`config.mk`:
```
export PLATFORM = sky130hd
export DESIGN_NAME = kwu_port
export DESIGN_NICKNAME = d
export VERILOG_FILES = /design/src/rtl/kwu_pkg.sv /design/src/rtl/kwu_sync.sv /design/src/rtl/kwu_edge.sv /design/src/rtl/kwu_regs.sv /design/src/rtl/kwu_port.sv
export SDC_FILE = /design/constraint.sdc
export NUM_CORES = 1
export LEC_CHECK = 0
export BUFFER_PORTS_ARGS = -buffer_cell sky130_fd_sc_hd__buf_2
export CAP_MARGIN = 40
export CORE_UTILIZATION = 35
export CTS_BUF_LIST = sky130_fd_sc_hd__clkbuf_8 sky130_fd_sc_hd__clkbuf_16
export CTS_CLUSTER_DIAMETER = 60
export DETAILED_ROUTE_END_ITERATION = 12
export GPL_TIMING_DRIVEN = 0
export PLACE_DENSITY_LB_ADDON = 0.15
export SLEW_MARGIN = 20
export SYNTH_ARGS = -nofsm -noshare
export SYNTH_HDL_FRONTEND = slang
export SYNTH_SLANG_ARGS = --single-unit
export TNS_END_PERCENT = 30
```
`constraint.sdc`:
```
create_clock -name clk -period 3.7 [get_ports clk]
set_input_delay 0.74 -clock clk [delete_from_list [all_inputs] [get_ports clk]]
set_output_delay 0.74 -clock clk [all_outputs]
set_load 0.03 [all_outputs]
```
`src/rtl/kwu_pkg.sv`:
```
package kwu_pkg;
  localparam int ADDR_W = 3;

  typedef enum logic [ADDR_W-1:0] {
    REG_DATA = 3'd0,
    REG_DIR  = 3'd1,
    REG_POL  = 3'd2,
    REG_IEN  = 3'd3,
    REG_FLAG = 3'd4,
    REG_CTRL = 3'd5
  } kwu_reg_e;
endpackage

```
`src/rtl/kwu_sync.sv`:
```
module kwu_sync #(
  parameter int W      = 8,
  parameter int STAGES = 2
) (
  input  logic         clk,
  input  logic         rst,
  input  logic [W-1:0] d,
  output logic [W-1:0] q
);
  logic [W-1:0] stg [STAGES];

  always_ff @(posedge clk) begin
    if (rst) stg[0] <= '0;
    else     stg[0] <= d;
  end

  for (genvar s = 1; s < STAGES; s++) begin : g_stage
    always_ff @(posedge clk) begin
      if (rst) stg[s] <= '0;
      else     stg[s] <= stg[s-1];
    end
  end

  assign q = stg[STAGES-1];
endmodule

```
`src/rtl/kwu_edge.sv`:
```
module kwu_edge #(
  parameter int W = 8
) (
  input  logic         clk,
  input  logic         rst,
  input  logic [W-1:0] cur,
  input  logic [W-1:0] pol,
  input  logic [W-1:0] clr,
  output logic [W-1:0] prev,
  output logic [W-1:0] evt,
  output logic [W-1:0] flags
);
  logic [W-1:0] rise, fall;

  assign rise = cur & ~prev;
  assign fall = ~cur & prev;
  assign evt  = (rise & pol) | (fall & ~pol);

  always_ff @(posedge clk) begin
    if (rst) begin
      prev  <= '0;
      flags <= '0;
    end else begin
      prev  <= cur;
      flags <= (flags & ~clr) | evt;
    end
  end
endmodule

```
`src/rtl/kwu_regs.sv`:
```
module kwu_regs
  import kwu_pkg::*;
#(
  parameter int W = 8
) (
  input  logic              clk,
  input  logic              rst,
  input  logic              bus_sel,
  input  logic              bus_we,
  input  logic [ADDR_W-1:0] bus_addr,
  input  logic [W-1:0]      bus_wdata,
  output logic [W-1:0]      bus_rdata,
  input  logic [W-1:0]      pin_sync,
  input  logic [W-1:0]      flags,
  output logic [W-1:0]      dout,
  output logic [W-1:0]      dir,
  output logic [W-1:0]      pol,
  output logic [W-1:0]      ien,
  output logic              pull_on,
  output logic [W-1:0]      clr
);
  logic wr;
  assign wr = bus_sel && bus_we;

  always_ff @(posedge clk) begin
    if (rst) begin
      dout    <= '0;
      dir     <= '0;
      pol     <= '0;
      ien     <= '0;
      pull_on <= 1'b0;
    end else if (wr) begin
      case (bus_addr)
        REG_DATA: dout    <= bus_wdata;
        REG_DIR:  dir     <= bus_wdata;
        REG_POL:  pol     <= bus_wdata;
        REG_IEN:  ien     <= bus_wdata;
        REG_CTRL: pull_on <= bus_wdata[0];
        default:  ;
      endcase
    end
  end

  assign clr = (wr && bus_addr == REG_FLAG) ? bus_wdata : '0;

  always_comb begin
    bus_rdata = '0;
    if (bus_sel && !bus_we) begin
      case (bus_addr)
        REG_DATA: bus_rdata = pin_sync;
        REG_DIR:  bus_rdata = dir;
        REG_POL:  bus_rdata = pol;
        REG_IEN:  bus_rdata = ien;
        REG_FLAG: bus_rdata = flags;
        REG_CTRL: bus_rdata = {{(W-1){1'b0}}, pull_on};
        default:  bus_rdata = '0;
      endcase
    end
  end
endmodule

```
`src/rtl/kwu_port.sv`:
```
module kwu_port
  import kwu_pkg::*;
#(
  parameter int W           = 8,
  parameter int SYNC_STAGES = 2
) (
  input  logic              clk,
  input  logic              rst,
  input  logic              bus_sel,
  input  logic              bus_we,
  input  logic [ADDR_W-1:0] bus_addr,
  input  logic [W-1:0]      bus_wdata,
  output logic [W-1:0]      bus_rdata,
  input  logic [W-1:0]      pad_in,
  output logic [W-1:0]      pad_out,
  output logic [W-1:0]      pad_oe,
  output logic [W-1:0]      pad_pull_en,
  output logic [W-1:0]      pad_pull_up,
  output logic              irq,
  output logic              wake
);
  logic [W-1:0] sync_q, prev_q, evt, flag_q;
  logic [W-1:0] dout, dir_q, pol_q, ien_q, clr;
  logic         pull_on;

  kwu_sync #(.W(W), .STAGES(SYNC_STAGES)) u_sync (
    .clk(clk), .rst(rst), .d(pad_in), .q(sync_q)
  );

  kwu_edge #(.W(W)) u_edge (
    .clk(clk), .rst(rst), .cur(sync_q), .pol(pol_q), .clr(clr),
    .prev(prev_q), .evt(evt), .flags(flag_q)
  );

  kwu_regs #(.W(W)) u_regs (
    .clk(clk), .rst(rst), .bus_sel(bus_sel), .bus_we(bus_we),
    .bus_addr(bus_addr), .bus_wdata(bus_wdata), .bus_rdata(bus_rdata),
    .pin_sync(sync_q), .flags(flag_q), .dout(dout), .dir(dir_q),
    .pol(pol_q), .ien(ien_q), .pull_on(pull_on), .clr(clr)
  );

  assign pad_out     = dout;
  assign pad_oe      = dir_q;
  assign pad_pull_en = {W{pull_on}} & ~dir_q;
  assign pad_pull_up = ~pol_q;
  assign irq         = |(flag_q & ien_q);
  assign wake        = |(evt & ien_q);
endmodule

```
==> results_dict.tcl, run 1 <==
set metrics [dict create \
    status "complete, no violations" \
    post_cts_buffers 0 \
    max_cap_violations 0 \
    max_freq_mhz 345 \
    max-vdd-ir-drop_v 0.000182 \
    yosysWarnings 0 \
    wl_um 7870 \
    post-route-min-period_ns 2.89 \
    worst_pin_slew_ns 0.651 \
    core-area_um2 7890 \
    p_leak_uw 0.00150 \
    avgSynthCellArea_um2 8.71 \
    path_delay_family "buffers and inverters" \
    die_w_um 93.3 \
    gp_congestion 0.837 \
    min_from "u_sync.stg[0][6]$_SDFF_PP0_" \
    cpPeakStageDelay_ns 0.44 \
    antenna_cells 0 \
    cp.arrival_ns 2.15 \
    drt_iter0_markers 132 \
    path_cells "buf_2 -> buf_4 -> buf_6 -> a21oi_1 -> and3_1 -> buf_2" \
    hold_violations 0 \
    areaGrowthSynthToFinish_pct 22.3 \
    synth_top_area_share_pct 44.6 \
    critPathSlowestCell "a21oi_1" \
    cp-end-kind "output pin" \
    cts-buffers-inserted 9 \
    htree_levels 3 \
    ios 65 \
    routedWlPerCell_um 15.4 \
    post_cts_resized 0 \
    synth_area_leaders "dfxtp_1, mux2i_1, nor2b_1" \
    cts.sinks 65 \
    synth_flop_cell "dfxtp_1" \
    synth.distinct_cells 36 \
    synth-edff-count 0 \
    rows 32 \
    dieArea_um2 8700 \
    worstPathRequired_ns 2.96 \
    drv_slew 0 \
    clockRootBuffer "clkbuf_8" \
    place_hpwl_um 5700 \
    via_per_inst 5.01 \
    period_share_pct 78.2 \
    min_path_type "flop to flop" \
    die_y_um 93.3 \
    firstDrtPassIters 5 \
    critPathMaxFanout 10 \
    crit_buf_inv 4 \
    power_density_nw_per_um2 429 \
    maxSlewHeadroom_pct 56.6 \
    hold_buffers 0 \
    worst_slack_ns 0.805 \
    criticalPathCategory "input pin to output pin" \
    yosys.area.top_type "dfxtp_1" \
    grt_max_degree 11 \
    via_count 2564 \
    setup_viol_count_final 0 \
    antenna_found_initial 0 \
    syn_nets 358 \
    finClkSkew_ns 0.00374 \
    grt_pass1_vias 2289 \
    drc 0 \
    drive_gt1_share_pct 21.5 \
    startpoint "bus_addr[1]" \
    cp_common_cell "buf_2" \
    insertion_delay_ns 0.34 \
    track_usage_pct 19.0 \
    rsz0062_at_grt "no" \
    grt_remaining_overflow 0 \
    ys_seq_area_share_pct 44.6 \
    cts.clk_slew.worst_paths_ns 0.07 \
    async_flop_share_pct 0 \
    initial_core_util_pct 37.0 \
    crit_path_start_kind "input pin" \
    ys_seq_elements 65 \
    fillers 811 \
    tns_ns 0 \
    reg2reg_from "u_regs.pol[7]$_SDFFE_PP0P_" \
    synth_area_um2 2920 \
    io_buffer_count 61 \
    post-place-ws_ns 0.798 \
    ant_nets 0 \
    cts_tree "done" \
    fin_nets 430 \
    grt_pass1_wl_um 12300 \
    cts_buffer_depth 2 \
    postSynthCellCount 335 \
]
## cell usage after synthesis (2+ instances only)
cell type  count
nand2_1       26
nor2_1        29
and2b_1        2
and3_1         5
o21ai_0       21
dfxtp_1       65
nand3_1       11
o22ai_1        5
o21a_1         2
nor2b_1       35
mux2i_1       30
a211oi_1       4
buf_2          4
mux2_2         2
inv_1          8
a21oi_1       31
nand4b_1       6
clkbuf_1      11
buf_6          3
a22oi_1        7
nand2b_1      13
## power breakdown
part	switching, uW	internal, uW	total [uW]
clock	262	408	670
combinational	81.3	47.1	128
sequential	12.8	718	731
## layout by cell type (no fill, tap or decap), drive strengths merged, types with 2 or more instances in the layout
cell type  instances
nand2b            13
mux2i             30
a21oi             31
and3               5
a22oi              7
o22ai              5
buf               70
bufinv             2
mux2               2
o21a               2
nand4b             6
inv                8
nand3             11
a211oi             4
nor2              30
dfxtp             65
o21ai             21
nand2             26
and2b              2
clkbuf            22
nor2b             35
## stage by stage
step | util [%] | cells | instance area, um^2 | power, uW | hold WS, ns
2_1_floorplan | - | 335 | 2920 | 825 | 0.414
3_3_place_gp | 42.5 | 498 | 3350 | 873 | 0.415
3_5_place_dp | 42.5 | 498 | 3350 | 874 | 0.424
4_1_cts | 45.2 | 512 | 3570 | 1540 | 0.441
5_1_grt | 45.2 | 512 | 3570 | 1590 | 0.454
6_report | 45.2 | 512 | 3570 | 1530 | 0.436
## cell type report
cell class              instances  area, um^2  area share, %
inverters                       8        30.0          0.842
flip-flops and latches         65        1300           36.5
clock buffers                  11         151           4.25
multi-input cells             242        1480           41.5
plain buffers                  20         106           2.98
well taps                     102         128           3.58
clock inverters                 3        65.1           1.82
repair buffers                 61         305           8.56
## final timing paths
check	end	slack, ns	depth (start not counted)
max	bus_rdata[2]	0.81	6
min	u_sync.stg[1][6]$_SDFF_PP0_	0.44	1
max reg2reg	u_edge.flags[7]$_SDFF_PP0_	2.63	2
min reg2reg	u_sync.stg[1][6]$_SDFF_PP0_	0.44	1
## cell families after synthesis
group	share of synthesized area (%)
buffers and inverters	4.68
AND/OR/NAND/NOR	24.9
multiplexers	11.1
flip-flops	44.6
AO/OA/AOI/OAI	14.7
## registers in the layout (all words and copies together) (netlist names)
name            cells
u_regs.ien          8
u_edge.flags        8
u_regs.pol          8
u_regs.dout         8
u_edge.prev         8
u_regs.dir          8
u_regs.pull_on      1
u_sync.stg         16
## per-layer routing
metal | routed length, um | share of wire [%] | GRT usage (%) | vias up
met3 | 451 | 5.7 | 4.07 | 14
met5 | 0 | 0 | 0 | -
met1 | 3690 | 47 | 24.8 | 1168
met4 | 139 | 1.8 | 8.46 | 0
met2 | 3580 | 46 | 30.1 | 84
li1 | - | - | - | 1298
No activity file was read; power rests on OpenSTA's default activity.
==> run 2: changes to the inputs <==
--- a/config.mk
+++ b/config.mk
@@ -5,6 +5,7 @@
 export SDC_FILE = /design/constraint.sdc
 export NUM_CORES = 1
 export LEC_CHECK = 0
+export ABC_AREA = 1
 export BUFFER_PORTS_ARGS = -buffer_cell sky130_fd_sc_hd__buf_2
 export CAP_MARGIN = 40
 export CORE_UTILIZATION = 35
==> constraint.sdc (replaced) <==
create_clock -name clk -period 2.5 [get_ports clk]
set_input_delay 0.5 -clock clk [delete_from_list [all_inputs] [get_ports clk]]
set_output_delay 0.5 -clock clk [all_outputs]
set_load 0.03 [all_outputs]
==> run 2 against run 1 <==
Net effect: synthesized cell count grew 27%; global-route usage grew 2.3 points; cell count up 19%; setup slack got worse by 0.58 ns; highest routed layer unchanged.
==> results_dict.tcl, run 2 <==
set metrics [dict create \
    status "complete, no violations" \
    min_path_type "input pin to flop" \
    pwr-share-comb_pct 9.4 \
    synth_flop_cell "dfxtp_1" \
    fillers 892 \
    ant_nets 0 \
    grt_remaining_overflow 0 \
    ff_latch_area_um2 1300 \
    post_cts_resized 0 \
    yosys.area.top_type "dfxtp_1" \
    p_int_uw 1740 \
    ios 65 \
    areaGrowthSynthToFinish_pct 22.5 \
    cts_tree "done" \
    via_per_inst 4.81 \
    setup_viol_count_final 0 \
    routedWlPerCell_um 14.4 \
    crit_path_start_kind "input pin" \
    drt_iter0_markers 139 \
    clockRootBuffer "clkbuf_8" \
    drv_slew 0 \
    firstDrtPassIters 5 \
    power_density_nw_per_um2 648 \
    synth_area_leaders "dfxtp_1, nand2_1, nor2_1" \
    yosysWarnings 0 \
    tns_ns 0 \
    initial_core_util_pct 35.9 \
    gp_congestion 0.903 \
    cts-buffers-inserted 9 \
    place_hpwl_um 6340 \
    hold_buffers 0 \
    synth_commonest_cells "nand2_1, nor2_1, dfxtp_1" \
    ys_seq_area_share_pct 44.4 \
    final_cell_mix "nand2_1, nor2_1, dfxtp_1" \
    post-route-min-period_ns 2.27 \
    grt_pass1_vias 2730 \
    drc 0 \
    die_y_um 93.5 \
    p_leak_uw 0.00167 \
    seq_power_share_pct 47.1 \
    dieArea_um2 8750 \
    cts_buffer_depth 2 \
    cp.arrival_ns 1.77 \
    critPathMaxFanout 5 \
    rows 33 \
    max_cap_violations 0 \
    largest-register "u_sync.stg" \
    fin_total_pwr_uw 2330 \
    post_cts_buffers 0 \
    antenna_found_initial 0 \
    die_w_um 93.5 \
    core-area_um2 8180 \
    layout_commonest_cell "nand2_1" \
    insertion_delay_ns 0.35 \
    fin_nets 522 \
    p_sw_share_pct 25.2 \
    antenna_cells 0 \
    grt_pass1_wl_um 13900 \
    async_flop_share_pct 0 \
    p_sw_uw 585 \
    drive_gt1_share_pct 18.8 \
    worst_pin_slew_ns 0.642 \
    via_count 2928 \
    cp-end-kind "output pin" \
    synth_area_um2 2930 \
    syn_nets 450 \
    postSynthCellCount 427 \
    avgSynthCellArea_um2 6.87 \
    period_share_pct 91.0 \
    cts.sinks 65 \
    ys_seq_elements 65 \
    yosysMostFrequentCell "nand2_1" \
    cts.clk_slew.worst_paths_ns 0.07 \
    io_buffer_count 61 \
    htree_levels 3 \
    clock_power_share_pct 43.5 \
    post-route-util_pct 43.9 \
    largest_reg_flops 16 \
    multiInputGateArea_um2 1350 \
    wl_um 8740 \
    hold_violations 0 \
    max-vdd-ir-drop_v 0.000255 \
    max_freq_mhz 440 \
    track_usage_pct 21.3 \
    maxSlewHeadroom_pct 57.2 \
    synth-edff-count 0 \
    synth.distinct_cells 18 \
    finClkSkew_ns 0.00697 \
    rsz0062_at_grt "no" \
    grt_max_degree 11 \
    synth_top_area_share_pct 44.4 \
    worstPathRequired_ns 2.00 \
    criticalPathCategory "input pin to output pin" \
]
-- run 2: cell families after synthesis --
kind of cell	count (synthesis)	synth area share [%]
AO/OA/AOI/OAI	57	9.73
buffers and inverters	65	9.68
AND/OR/NAND/NOR	240	36.2
flip-flops	65	44.4
-- run 2: layout make-up --
cell class | instances | share of cell area (%)
plain buffers | 15 | 2.68
clock buffers | 11 | 4.21
clock inverters | 5 | 1.99
inverters | 50 | 5.22
multi-input cells | 297 | 37.5
flip-flops and latches | 65 | 36.2
well taps | 105 | 3.66
repair buffers | 61 | 8.50
-- run 2: metal layers --
metal	up-vias	share of wire, %	GRT usage [%]	routed length (um)
met5	-	0	0	0
met4	0	2.0	10.4	172
met3	16	5.1	3.33	444
met2	86	46	33.9	4000
met1	1338	47	27.8	4120
li1	1488	-	-	-
-- run 2: path summary, 6_finish.rpt --
check                              start                     endpoint  slack (ns)  cells after the start
min reg2reg  u_sync.stg[0][1]$_SDFF_PP0_  u_sync.stg[1][1]$_SDFF_PP0_        0.40                      2
max reg2reg   u_regs.pol[7]$_SDFFE_PP0P_   u_edge.flags[7]$_SDFF_PP0_        1.55                      4
max                          bus_addr[1]                 bus_rdata[2]        0.23                      9
min                            pad_in[7]  u_sync.stg[0][7]$_SDFF_PP0_        0.35                      3
-- run 2: power groups by stage --
| stage | Sequential [uW] | Combinational [uW] | Clock [uW] |
|---|---|---|---|
| floorplan | 1120 | 133 | 0 |
| global placement | 1120 | 217 | 0 |
| detailed placement | 1120 | 220 | 0 |
| CTS | 1100 | 220 | 1030 |
| global route | 1100 | 244 | 1070 |
| finish | 1100 | 219 | 1010 |
-- run 2: stage by stage --
step	worst slack [ns]	instance area, um^2	hold slack [ns]	instances
floorplan	0.402	2930	0.388	427
global placement	0.245	3370	0.389	593
detailed placement	0.233	3370	0.395	593
CTS	0.227	3590	0.338	609
global route	0.0778	3590	0.360	609
finish	0.225	3590	0.351	609
-- run 2: worst max-delay path, cell delays in order --
cell and delay [ns]:
buf_2 0.13, inv_1 0.14, nand2_1 0.07, nor2_1 0.38
nand2_1 0.09, nand3_1 0.09, nor2_1 0.04, nor2_1 0.11
buf_2 0.22
